$ cat src/rtl/mcf_pkg.sv
package mcf_pkg;

   localparam int NUM_STATES = 10;
   localparam int STATE_W    = $clog2(NUM_STATES);
   localparam int SEL_W      = 2;

   typedef enum logic [STATE_W-1:0] {
      ST_FETCH  = 4'd0,
      ST_DECODE = 4'd1,
      ST_ADDR   = 4'd2,
      ST_EXEC   = 4'd3,
      ST_RDONE  = 4'd4,
      ST_MEMRD  = 4'd5,
      ST_MEMWR  = 4'd6,
      ST_WBACK  = 4'd7,
      ST_BRANCH = 4'd8,
      ST_JUMP   = 4'd9
   } mcf_state_e;

   typedef enum logic [2:0] {
      CL_NONE, CL_ARITH, CL_LOAD, CL_STORE, CL_BEQ, CL_JMP
   } mcf_class_e;

   typedef struct packed {
      logic             pc_wr;
      logic             pc_wr_cond;
      logic             mem_addr_sel;
      logic             mem_rd;
      logic             mem_wr;
      logic             ir_ld;
      logic             wb_from_mem;
      logic             wr_dst_rd;
      logic             rf_wr;
      logic             tgt_ld;
      logic             alu_a_sel;
      logic [SEL_W-1:0] alu_b_sel;
      logic [SEL_W-1:0] alu_op;
      logic [SEL_W-1:0] pc_src;
   } mcf_ctl_t;

   // ALU operand B, ALU class and PC source codes
   localparam logic [SEL_W-1:0] B_REG  = 2'b00;
   localparam logic [SEL_W-1:0] B_FOUR = 2'b01;
   localparam logic [SEL_W-1:0] B_IMM  = 2'b10;
   localparam logic [SEL_W-1:0] B_SIMM = 2'b11;
   localparam logic [SEL_W-1:0] OP_ADD = 2'b00;
   localparam logic [SEL_W-1:0] OP_SUB = 2'b01;
   localparam logic [SEL_W-1:0] OP_FN  = 2'b10;
   localparam logic [SEL_W-1:0] PC_ALU = 2'b00;
   localparam logic [SEL_W-1:0] PC_TGT = 2'b01;
   localparam logic [SEL_W-1:0] PC_JMP = 2'b10;

endpackage

$ cat src/rtl/mcf_opc_class.sv
module mcf_opc_class
   import mcf_pkg::*;
#(
   parameter int               OPC_W     = 6,
   parameter logic [OPC_W-1:0] OPC_ARITH = 6'b000000,
   parameter logic [OPC_W-1:0] OPC_LOAD  = 6'b100011,
   parameter logic [OPC_W-1:0] OPC_STORE = 6'b101011,
   parameter logic [OPC_W-1:0] OPC_BEQ   = 6'b000100,
   parameter logic [OPC_W-1:0] OPC_JMP   = 6'b000010
) (
   input  logic [OPC_W-1:0] opcode,
   output mcf_class_e       cls
);

   always_comb begin
      cls = CL_NONE;
      if      (opcode == OPC_ARITH) cls = CL_ARITH;
      else if (opcode == OPC_LOAD)  cls = CL_LOAD;
      else if (opcode == OPC_STORE) cls = CL_STORE;
      else if (opcode == OPC_BEQ)   cls = CL_BEQ;
      else if (opcode == OPC_JMP)   cls = CL_JMP;
   end

endmodule

$ cat src/rtl/mcf_next.sv
module mcf_next
   import mcf_pkg::*;
(
   input  mcf_state_e cur,
   input  mcf_class_e cls,
   output mcf_state_e nxt
);

   always_comb begin
      nxt = ST_FETCH;
      unique case (cur)
         ST_FETCH:  nxt = ST_DECODE;
         ST_DECODE: begin
            unique case (cls)
               CL_ARITH:          nxt = ST_EXEC;
               CL_LOAD, CL_STORE: nxt = ST_ADDR;
               CL_BEQ:            nxt = ST_BRANCH;
               CL_JMP:            nxt = ST_JUMP;
               default:           nxt = ST_FETCH;
            endcase
         end
         ST_ADDR: begin
            if      (cls == CL_LOAD)  nxt = ST_MEMRD;
            else if (cls == CL_STORE) nxt = ST_MEMWR;
            else                      nxt = ST_FETCH;
         end
         ST_EXEC:  nxt = ST_RDONE;
         ST_MEMRD: nxt = ST_WBACK;
         default:  nxt = ST_FETCH;
      endcase
   end

endmodule

$ cat src/rtl/mcf_state_reg.sv
module mcf_state_reg
   import mcf_pkg::*;
#(
   parameter bit ONE_HOT = 1'b0
) (
   input  logic       clk,
   input  logic       rst,
   input  mcf_state_e nxt,
   output mcf_state_e cur
);

   generate
      if (ONE_HOT) begin : g_onehot
         logic [NUM_STATES-1:0] oh_q;
         always_ff @(posedge clk) begin
            if (rst) oh_q <= NUM_STATES'(1) << ST_FETCH;
            else     oh_q <= NUM_STATES'(1) << nxt;
         end
         always_comb begin
            cur = ST_FETCH;
            for (int i = 0; i < NUM_STATES; i++)
               if (oh_q[i]) cur = mcf_state_e'(i[STATE_W-1:0]);
         end
      end else begin : g_binary
         mcf_state_e st_q;
         always_ff @(posedge clk) begin
            if (rst) st_q <= ST_FETCH;
            else     st_q <= nxt;
         end
         assign cur = st_q;
      end
   endgenerate

endmodule

$ cat src/rtl/mcf_outputs.sv
module mcf_outputs
   import mcf_pkg::*;
(
   input  mcf_state_e cur,
   output mcf_ctl_t   ctl
);

   // Selects not named for a state are held at 0 (free choice).
   always_comb begin
      ctl = '0;
      unique case (cur)
         ST_FETCH: begin
            ctl.mem_rd    = 1'b1;
            ctl.ir_ld     = 1'b1;
            ctl.pc_wr     = 1'b1;
            ctl.alu_b_sel = B_FOUR;
            ctl.alu_op    = OP_ADD;
            ctl.pc_src    = PC_ALU;
         end
         ST_DECODE: begin
            ctl.tgt_ld    = 1'b1;
            ctl.alu_b_sel = B_SIMM;
            ctl.alu_op    = OP_ADD;
         end
         ST_ADDR: begin
            ctl.alu_a_sel = 1'b1;
            ctl.alu_b_sel = B_IMM;
            ctl.alu_op    = OP_ADD;
         end
         ST_EXEC: begin
            ctl.alu_a_sel = 1'b1;
            ctl.alu_b_sel = B_REG;
            ctl.alu_op    = OP_FN;
         end
         ST_RDONE: begin
            ctl.rf_wr     = 1'b1;
            ctl.wr_dst_rd = 1'b1;
         end
         ST_MEMRD: begin
            ctl.mem_rd       = 1'b1;
            ctl.mem_addr_sel = 1'b1;
            ctl.alu_a_sel    = 1'b1;
            ctl.alu_b_sel    = B_IMM;
         end
         ST_MEMWR: begin
            ctl.mem_wr       = 1'b1;
            ctl.mem_addr_sel = 1'b1;
            ctl.alu_a_sel    = 1'b1;
            ctl.alu_b_sel    = B_IMM;
         end
         ST_WBACK: begin
            ctl.rf_wr       = 1'b1;
            ctl.wb_from_mem = 1'b1;
         end
         ST_BRANCH: begin
            ctl.pc_wr_cond = 1'b1;
            ctl.alu_a_sel  = 1'b1;
            ctl.alu_b_sel  = B_REG;
            ctl.alu_op     = OP_SUB;
            ctl.pc_src     = PC_TGT;
         end
         ST_JUMP: begin
            ctl.pc_wr  = 1'b1;
            ctl.pc_src = PC_JMP;
         end
         default: ctl = '0;
      endcase
   end

endmodule

$ cat src/rtl/mcf_ctrl.sv
module mcf_ctrl
   import mcf_pkg::*;
#(
   parameter int               OPC_W     = 6,
   parameter logic [OPC_W-1:0] OPC_ARITH = 6'b000000,
   parameter logic [OPC_W-1:0] OPC_LOAD  = 6'b100011,
   parameter logic [OPC_W-1:0] OPC_STORE = 6'b101011,
   parameter logic [OPC_W-1:0] OPC_BEQ   = 6'b000100,
   parameter logic [OPC_W-1:0] OPC_JMP   = 6'b000010,
   parameter bit               ONE_HOT   = 1'b0
) (
   input  logic             clk,
   input  logic             rst,
   input  logic [OPC_W-1:0] opcode,
   output logic             pc_wr,
   output logic             pc_wr_cond,
   output logic             mem_addr_sel,
   output logic             mem_rd,
   output logic             mem_wr,
   output logic             ir_ld,
   output logic             wb_from_mem,
   output logic             wr_dst_rd,
   output logic             rf_wr,
   output logic             tgt_ld,
   output logic             alu_a_sel,
   output logic [1:0]       alu_b_sel,
   output logic [1:0]       alu_op,
   output logic [1:0]       pc_src
);

   // elaboration-time parameter checks
   if (OPC_W < 1) begin : g_bad_width
      $error("mcf_ctrl: OPC_W must be at least 1");
   end
   if (OPC_ARITH == OPC_LOAD || OPC_ARITH == OPC_STORE || OPC_ARITH == OPC_BEQ ||
       OPC_ARITH == OPC_JMP  || OPC_LOAD  == OPC_STORE || OPC_LOAD  == OPC_BEQ ||
       OPC_LOAD  == OPC_JMP  || OPC_STORE == OPC_BEQ   || OPC_STORE == OPC_JMP ||
       OPC_BEQ   == OPC_JMP) begin : g_bad_opc
      $error("mcf_ctrl: opcode parameters must be distinct");
   end

   mcf_class_e cls;
   mcf_state_e cur_st;
   mcf_state_e nxt_st;
   mcf_ctl_t   ctl;

   mcf_opc_class #(
      .OPC_W(OPC_W), .OPC_ARITH(OPC_ARITH), .OPC_LOAD(OPC_LOAD),
      .OPC_STORE(OPC_STORE), .OPC_BEQ(OPC_BEQ), .OPC_JMP(OPC_JMP)
   ) u_cls (
      .opcode (opcode),
      .cls    (cls)
   );

   mcf_next u_next (
      .cur (cur_st),
      .cls (cls),
      .nxt (nxt_st)
   );

   mcf_state_reg #(.ONE_HOT(ONE_HOT)) u_sreg (
      .clk (clk),
      .rst (rst),
      .nxt (nxt_st),
      .cur (cur_st)
   );

   mcf_outputs u_out (
      .cur (cur_st),
      .ctl (ctl)
   );

   assign pc_wr        = ctl.pc_wr;
   assign pc_wr_cond   = ctl.pc_wr_cond;
   assign mem_addr_sel = ctl.mem_addr_sel;
   assign mem_rd       = ctl.mem_rd;
   assign mem_wr       = ctl.mem_wr;
   assign ir_ld        = ctl.ir_ld;
   assign wb_from_mem  = ctl.wb_from_mem;
   assign wr_dst_rd    = ctl.wr_dst_rd;
   assign rf_wr        = ctl.rf_wr;
   assign tgt_ld       = ctl.tgt_ld;
   assign alu_a_sel    = ctl.alu_a_sel;
   assign alu_b_sel    = ctl.alu_b_sel;
   assign alu_op       = ctl.alu_op;
   assign pc_src       = ctl.pc_src;

endmodule

$ cat config.mk
export PLATFORM = sky130hd
export DESIGN_NAME = mcf_ctrl
export DESIGN_NICKNAME = d
export VERILOG_FILES = /design/src/rtl/mcf_pkg.sv /design/src/rtl/mcf_opc_class.sv /design/src/rtl/mcf_next.sv /design/src/rtl/mcf_state_reg.sv /design/src/rtl/mcf_outputs.sv /design/src/rtl/mcf_ctrl.sv
export SDC_FILE = /design/constraint.sdc
export NUM_CORES = 1
export LEC_CHECK = 0
export ABC_AREA = 1
export CELL_PAD_IN_SITES_DETAIL_PLACEMENT = 0
export CELL_PAD_IN_SITES_GLOBAL_PLACEMENT = 1
export CORE_MARGIN = 1
export CORE_UTILIZATION = 27
export DETAILED_ROUTE_END_ITERATION = 8
export PLACE_DENSITY = 0.9
export SETUP_SLACK_MARGIN = 0.15
export SYNTH_ARGS = -nofsm -noshare
export SYNTH_HDL_FRONTEND = slang
export SYNTH_HIERARCHICAL = 1
export SYNTH_SLANG_ARGS = --single-unit
$ cat constraint.sdc
create_clock -name clk -period 3.6 [get_ports clk]
set_clock_uncertainty 0.15 [all_clocks]
set_input_delay 0.9 -clock clk [delete_from_list [all_inputs] [get_ports clk]]
set_output_delay 0.9 -clock clk [all_outputs]
set_load 0.005 [all_outputs]
==> flow_summary_export.csv, run 1 <==
group,metric,value,unit
outcome,status,"completed",
floorplanning,ioPinCount,25,
worst_setup_path,r2r_cells,6,
worst_setup_path,path_class,"reg2out",
global_routing,antenna_found_initial,0,
synth,synth_xor_area_share,0,%
clock_network,h-tree-depth,1,
clock_network,clk_latency,0.24,ns
sta,hold_violations,0,
final_layout,layout-drive-gt1-share,26.4,%
synth,syn_area_per_cell,5.74,um^2
route,drt-pass1-iter-count,4,
synth,ys_ff_latch,4,
floorplanning,initial_utilization,30.3,%
worst_setup_path,start_kind,"flop",
floorplanning,rows,15,
global_routing,use_met1,14.4,%
run,max-cap-violations,0,
clock_network,clk_path_buf_depth,2,
route,final_antenna_net_count,0,
placement,port_buffers,24,
final_layout,antenna_cells,0,
placement,dp_hpwl,1.10,mm
route,drc_errors,0,
worst_hold_path,holdCritPathClass,"reg2reg",
power_and_ir_drop,power_density,187,nW/um^2
clock_network,cts_tree,"done",
route,wl_per_cell,8.95,um
global_routing,globalRouteMet2Util,23.9,%
clock_network,clk_pin_slew,0.04,ns
synth,synth_compound_area_share,5.96,%
worst_hold_path,whs_path_depth,4,
route,drtIter0Drc,16,
sta,whs,0.540,ns
global_routing,met3_usage,2.31,%
synth,synth_nets,103,
floorplanning,coreArea,1800,um^2
final_layout,nets,131,
global_routing,grt_pass1_vias,546,
synth,synth_cells,95,
global_routing,grt_use_total,12.9,%
route,via_per_inst,4.36,
clock_network,cts-hold-fix-buffers,0,
synth,synthMuxAreaShare,0,%
sta,period_minus_slack,2.67,ns
global_routing,overflow,0,
global_routing,grt_first_pass_wirelength,2.06,mm
floorplanning,dieArea,2200,um^2
synth,synth-simple-area-share,63.5,%
floorplanning,die_w,47.0,um
power_and_ir_drop,leakagePower,0.000361,uW
clock_network,post_cts_resized,0,
clock_network,clock_sinks,4,
worst_setup_path,crit_path_end_kind,"output pin",
sta,finalCritPeriodShare,74.2,%
sta,fmax,374,MHz
final_layout,largest_reg_flops,4,
synth,yosysWarningCount,6,
synth,synthesis.area,546,um^2
final_layout,layout_common_cells,"clkdlybuf4s50_1, nor2_1, inv_1",
clock_network,postCtsSetupRepairBufs,0,
power_and_ir_drop,ir_drop,82.6,uV
floorplanning,dieHeight,47.0,um
synth,seq_area_frac_synth,14.7,%
sta,setup_viol,0,
final_layout,layout.cells.most_common,"clkdlybuf4s50_1",
synth,synthDistinctLibCells,19,
sta,max_slew.worst_pin.slew,0.329,ns
sta,rsz0062_at_grt,"no",
clock_network,ctsRootBufferMaster,"clkbuf_4",
route,wl,1.31,mm
worst_setup_path,critPathRequiredTime,2.55,ns
sta,fin_setup_tns,0,ns
final_layout,synthToLayoutAreaGrowth,52.5,%
sta,maxSlewHeadroom,78.0,%
clock_network,cts_buffers,3,
global_routing,globalRoute.busiestLayer,"met2",
synth,synth_fa_ha_area_share,0,%
global_routing,grt_max_degree,9,
synth,synth_top_family_by_area,"simple AND/OR/NAND/NOR gates",
placement,globalplace.congestion,0.767,
worst_setup_path,worstPathArrival,1.62,ns
sta,slew_viol_final,0,
worst_setup_path,cp_max_fo,8,
route,routed-via-count,637,
report_power, final:
| part | internal [uW] | switching, uW |
|---|---|---|
| sequential | 45.8 | 2.79 |
| combinational | 26.4 | 24.3 |
| clock | 37.3 | 19.0 |
routing by layer:
metal	part of all wire (%)	vias to the layer above
met5	0	-
met4	0.38	0
met3	3.5	2
met2	51	20
met1	45	272
li1	-	343
worst max-delay path, stage by stage, from the launching register on:
cell and delay (ns):
dfxtp_1 0.50, nand2_1 0.14, nor2_1 0.14, nor2_2 0.06, nand2_1 0.06, clkdlybuf4s50_1 0.49
final cells by class:
| type | count | area, um^2 |
|---|---|---|
| repair buffers | 24 | 240 |
| clock buffers | 3 | 22.5 |
| well taps | 25 | 31.3 |
| flip-flops and latches | 4 | 80.1 |
| fillers | 190 | 970 |
| multi-input cells | 69 | 379 |
| inverters | 21 | 78.8 |
Yosys cell counts:
library cell | count | area [um^2]
nand2_2 | 4 | 25.0
inv_1 | 14 | 52.6
o21ai_1 | 1 | 5.00
inv_2 | 6 | 22.5
o21ai_2 | 2 | 17.5
nor2_4 | 2 | 22.5
nor2_1 | 21 | 78.8
dfxtp_1 | 4 | 80.1
nand3_2 | 3 | 30.0
nand2_1 | 12 | 45.0
nor3_1 | 1 | 5.00
clkinv_1 | 1 | 3.75
nor3b_2 | 1 | 12.5
buf_4 | 1 | 7.51
nand2_4 | 2 | 22.5
nand4_1 | 3 | 18.8
nor2_2 | 9 | 56.3
nand3_1 | 6 | 30.0
a21oi_1 | 2 | 10.0
kinds of logic (layout without fill, tap and decap cells):
logic type | after synthesis | after routing
AO/OA/AOI/OAI | 5 | 5
flip-flops | 4 | 4
AND/OR/NAND/NOR | 64 | 64
buffers and inverters | 22 | 48
metrics by stage:
stage	cell area (um^2)	setup slack, ns	std cells	total power, uW	util (%)
3_5_place_dp	810	1.14	143	100	44.9
4_1_cts	832	0.903	146	157	46.2
2_1_floorplan	546	1.69	95	74.4	-
5_1_grt	832	0.815	146	162	46.2
3_3_place_gp	810	1.16	143	99.2	44.9
6_report	832	0.928	146	156	46.2
final timing paths:
| path | to | start | slack (ns) |
|---|---|---|---|
| max | alu_a_sel | u_sreg/cur[1] | 0.93 |
| min | u_sreg/cur[2] | u_sreg/cur[1] | 0.54 |
| max reg2reg | u_sreg/cur[1] | u_sreg/cur[0] | 2.33 |
| min reg2reg | u_sreg/cur[2] | u_sreg/cur[1] | 0.54 |
Power figures use the tool's default switching activity.
==> run 2, diff against run 1 <==
- CORE_UTILIZATION: 27 -> 25
- PLACE_DENSITY: 0.9 -> 0.85
- clock period: 3.6 -> 2.64 ns (I/O delays scaled with it)
==> run 2 against run 1 <==
  * Clock power rose by 32%
  * Die area increased by 7.6%
  * Register-to-register slack worse by 0.96 ns
  * Worst setup slack got worse by 0.67 ns
  * Clock-buffer cell count stayed put
  * Core utilization down 4.4 points
  * Wire length decreased by 8.0%
  * Global-route usage is 2.3 points lower
  * First-iteration DRC count is 38% lower
  * Sequential share of layout area up 0.24 points
  * Cell count grew 1.4%
==> flow_summary_export.csv, run 2 (synthesis gave the netlist of run 1 again) <==
group,metric,value,unit
worst_setup_path,crit_path_end_kind,"output pin",
global_routing,grt_max_degree,9,
sta,slew_viol_final,0,
clock_network,cts-hold-fix-buffers,0,
clock_network,ctsRootBufferMaster,"clkbuf_4",
final_layout,area.sequential,82.6,um^2
sta,fin_setup_tns,0,ns
worst_setup_path,crit_start,"u_sreg/cur[0]",
worst_setup_path,critPathRequiredTime,1.83,ns
run,max-cap-violations,0,
final_layout,synthToLayoutAreaGrowth,53.4,%
global_routing,grt_first_pass_wirelength,2.05,mm
floorplanning,initial_utilization,27.2,%
worst_setup_path,timing.rr.end,"u_sreg/cur[3]",
worst_hold_path,hold_start,"u_sreg/cur[1]",
sta,rsz0062_at_grt,"no",
sta,period_minus_slack,2.38,ns
worst_setup_path,r2r_cells,6,
worst_setup_path,cpMostUsedCell,"nor2_2",
sta,setup_viol,0,
final_layout,largest_reg_flops,4,
route,final_antenna_net_count,0,
worst_setup_path,start_kind,"flop",
route,drtIter0Drc,10,
final_layout,layout_common_cells,"clkdlybuf4s50_1, nor2_1, inv_1",
final_layout,antenna_cells,0,
placement,dp.cells,145,
worst_hold_path,whs_path_depth,4,
route,via_per_inst,4.24,
final_layout,multi_input_area,379,um^2
clock_network,h-tree-depth,1,
power_and_ir_drop,ir_drop,197,uV
final_layout,layout.cells.most_common,"clkdlybuf4s50_1",
worst_setup_path,crit_path_cell_trace,"nand2_2 -> nor2_2 -> nor2_2 -> nand2_1 -> clkdlybuf4s50_1",
clock_network,clk_path_buf_depth,2,
final_layout,fin_cells,148,
placement,placed_cell_area,812,um^2
worst_setup_path,crit_slowest_cell,"clkdlybuf4s50_1",
sta,max_slew.worst_pin.slew,0.273,ns
sta,hold_violations,0,
clock_network,clk_pin_slew,0.04,ns
clock_network,postCtsSetupRepairBufs,0,
placement,globalplace.congestion,0.818,
clock_network,clock_sinks,4,
final_layout,stdcell_area,837,um^2
sta,finalCritPeriodShare,90.2,%
clock_network,clk_latency,0.23,ns
route,drt-pass1-iter-count,4,
floorplanning,dieArea,2370,um^2
clock_network,cts_buffers,3,
route,drc_errors,0,
worst_hold_path,holdPathEnd,"u_sreg/cur[2]",
floorplanning,ioPinCount,25,
floorplanning,rows,16,
final_layout,layout-drive-gt1-share,28.1,%
worst_hold_path,holdCritPathClass,"reg2reg",
final_layout,n_fill_cell,208,
sta,maxSlewHeadroom,81.8,%
outcome,status,"completed",
global_routing,grt_pass1_vias,509,
route,wl_per_cell,8.12,um
floorplanning,coreArea,2000,um^2
clock_network,post_cts_resized,0,
final_layout,nets,131,
global_routing,antenna_found_initial,0,
placement,port_buffers,24,
clock_network,cts_tree,"done",
route,routed-via-count,627,
worst_setup_path,r2r-start,"u_sreg/cur[0]",
floorplanning,die_w,48.7,um
global_routing,grt_use_total,10.6,%
worst_setup_path,cp_max_fo,6,
route,wl,1.20,mm
placement,dp_hpwl,1.03,mm
worst_setup_path,path_class,"reg2out",
floorplanning,dieHeight,48.7,um
power_and_ir_drop,power,209,uW
sta,whs,0.455,ns
worst_setup_path,ff2ff_setup_slack,1.37,ns
power_and_ir_drop,power_density,250,nW/um^2
global_routing,overflow,0,
worst_setup_path,crit_path_max_incr_delay,0.49,ns
sta,fmax,420,MHz
power_and_ir_drop,leakagePower,0.000362,uW
worst_setup_path,worstPathArrival,1.57,ns
==> run 2: critical path: cells and delay by family, from the launching register on <==
kind	cells	cell delay [ns]
AND/OR/NAND/NOR	4	0.38
buffers and inverters	1	0.49
flip-flops	1	0.46
==> run 2: layout make-up <==
| class | instances | share of cell area, % |
|---|---|---|
| Timing Repair Buffer | 24 | 28.7 |
| Sequential cell | 4 | 9.87 |
| Multi-Input combinational cell | 69 | 45.3 |
| Inverter | 21 | 9.42 |
| Clock buffer | 3 | 2.69 |
| Tap cell | 27 | 4.04 |
==> run 2: how the worst max path moves through the flow <==
stage | cells after the start | end | slack (ns)
after detailed placement | 10 | u_sreg/cur[2] | 0.43
after global placement | 10 | u_sreg/cur[2] | 0.45
final | 5 | alu_a_sel | 0.26
after global routing | 5 | alu_b_sel[1] | 0.15
after CTS | 5 | alu_a_sel | 0.20
after floorplan | 4 | pc_wr_cond | 0.97
==> run 2: report_power, final <==
group / switching [uW] / total [uW] / internal [uW] / leakage [uW]
registers: 3.72 / 66.2 / 62.5 / 0.0000336
clock network: 23.7 / 74.4 / 50.8 / 0.0000138
logic: 32.5 / 68.4 / 36.0 / 0.000315
==> run 2: metrics by stage <==
step                utilization, %  worst slack [ns]
global placement              40.6             0.445
detailed placement            40.6             0.428
CTS                           41.7             0.201
finish                        41.8             0.260
global route                  41.8             0.154
floorplan                        -             0.974
==> run 2: routing by layer <==
metal  part of all wire, %  track usage, %
met1                    46            12.7
met4                  0.25            4.41
met2                    50            19.7
met5                     0               0
met3                   3.7               0
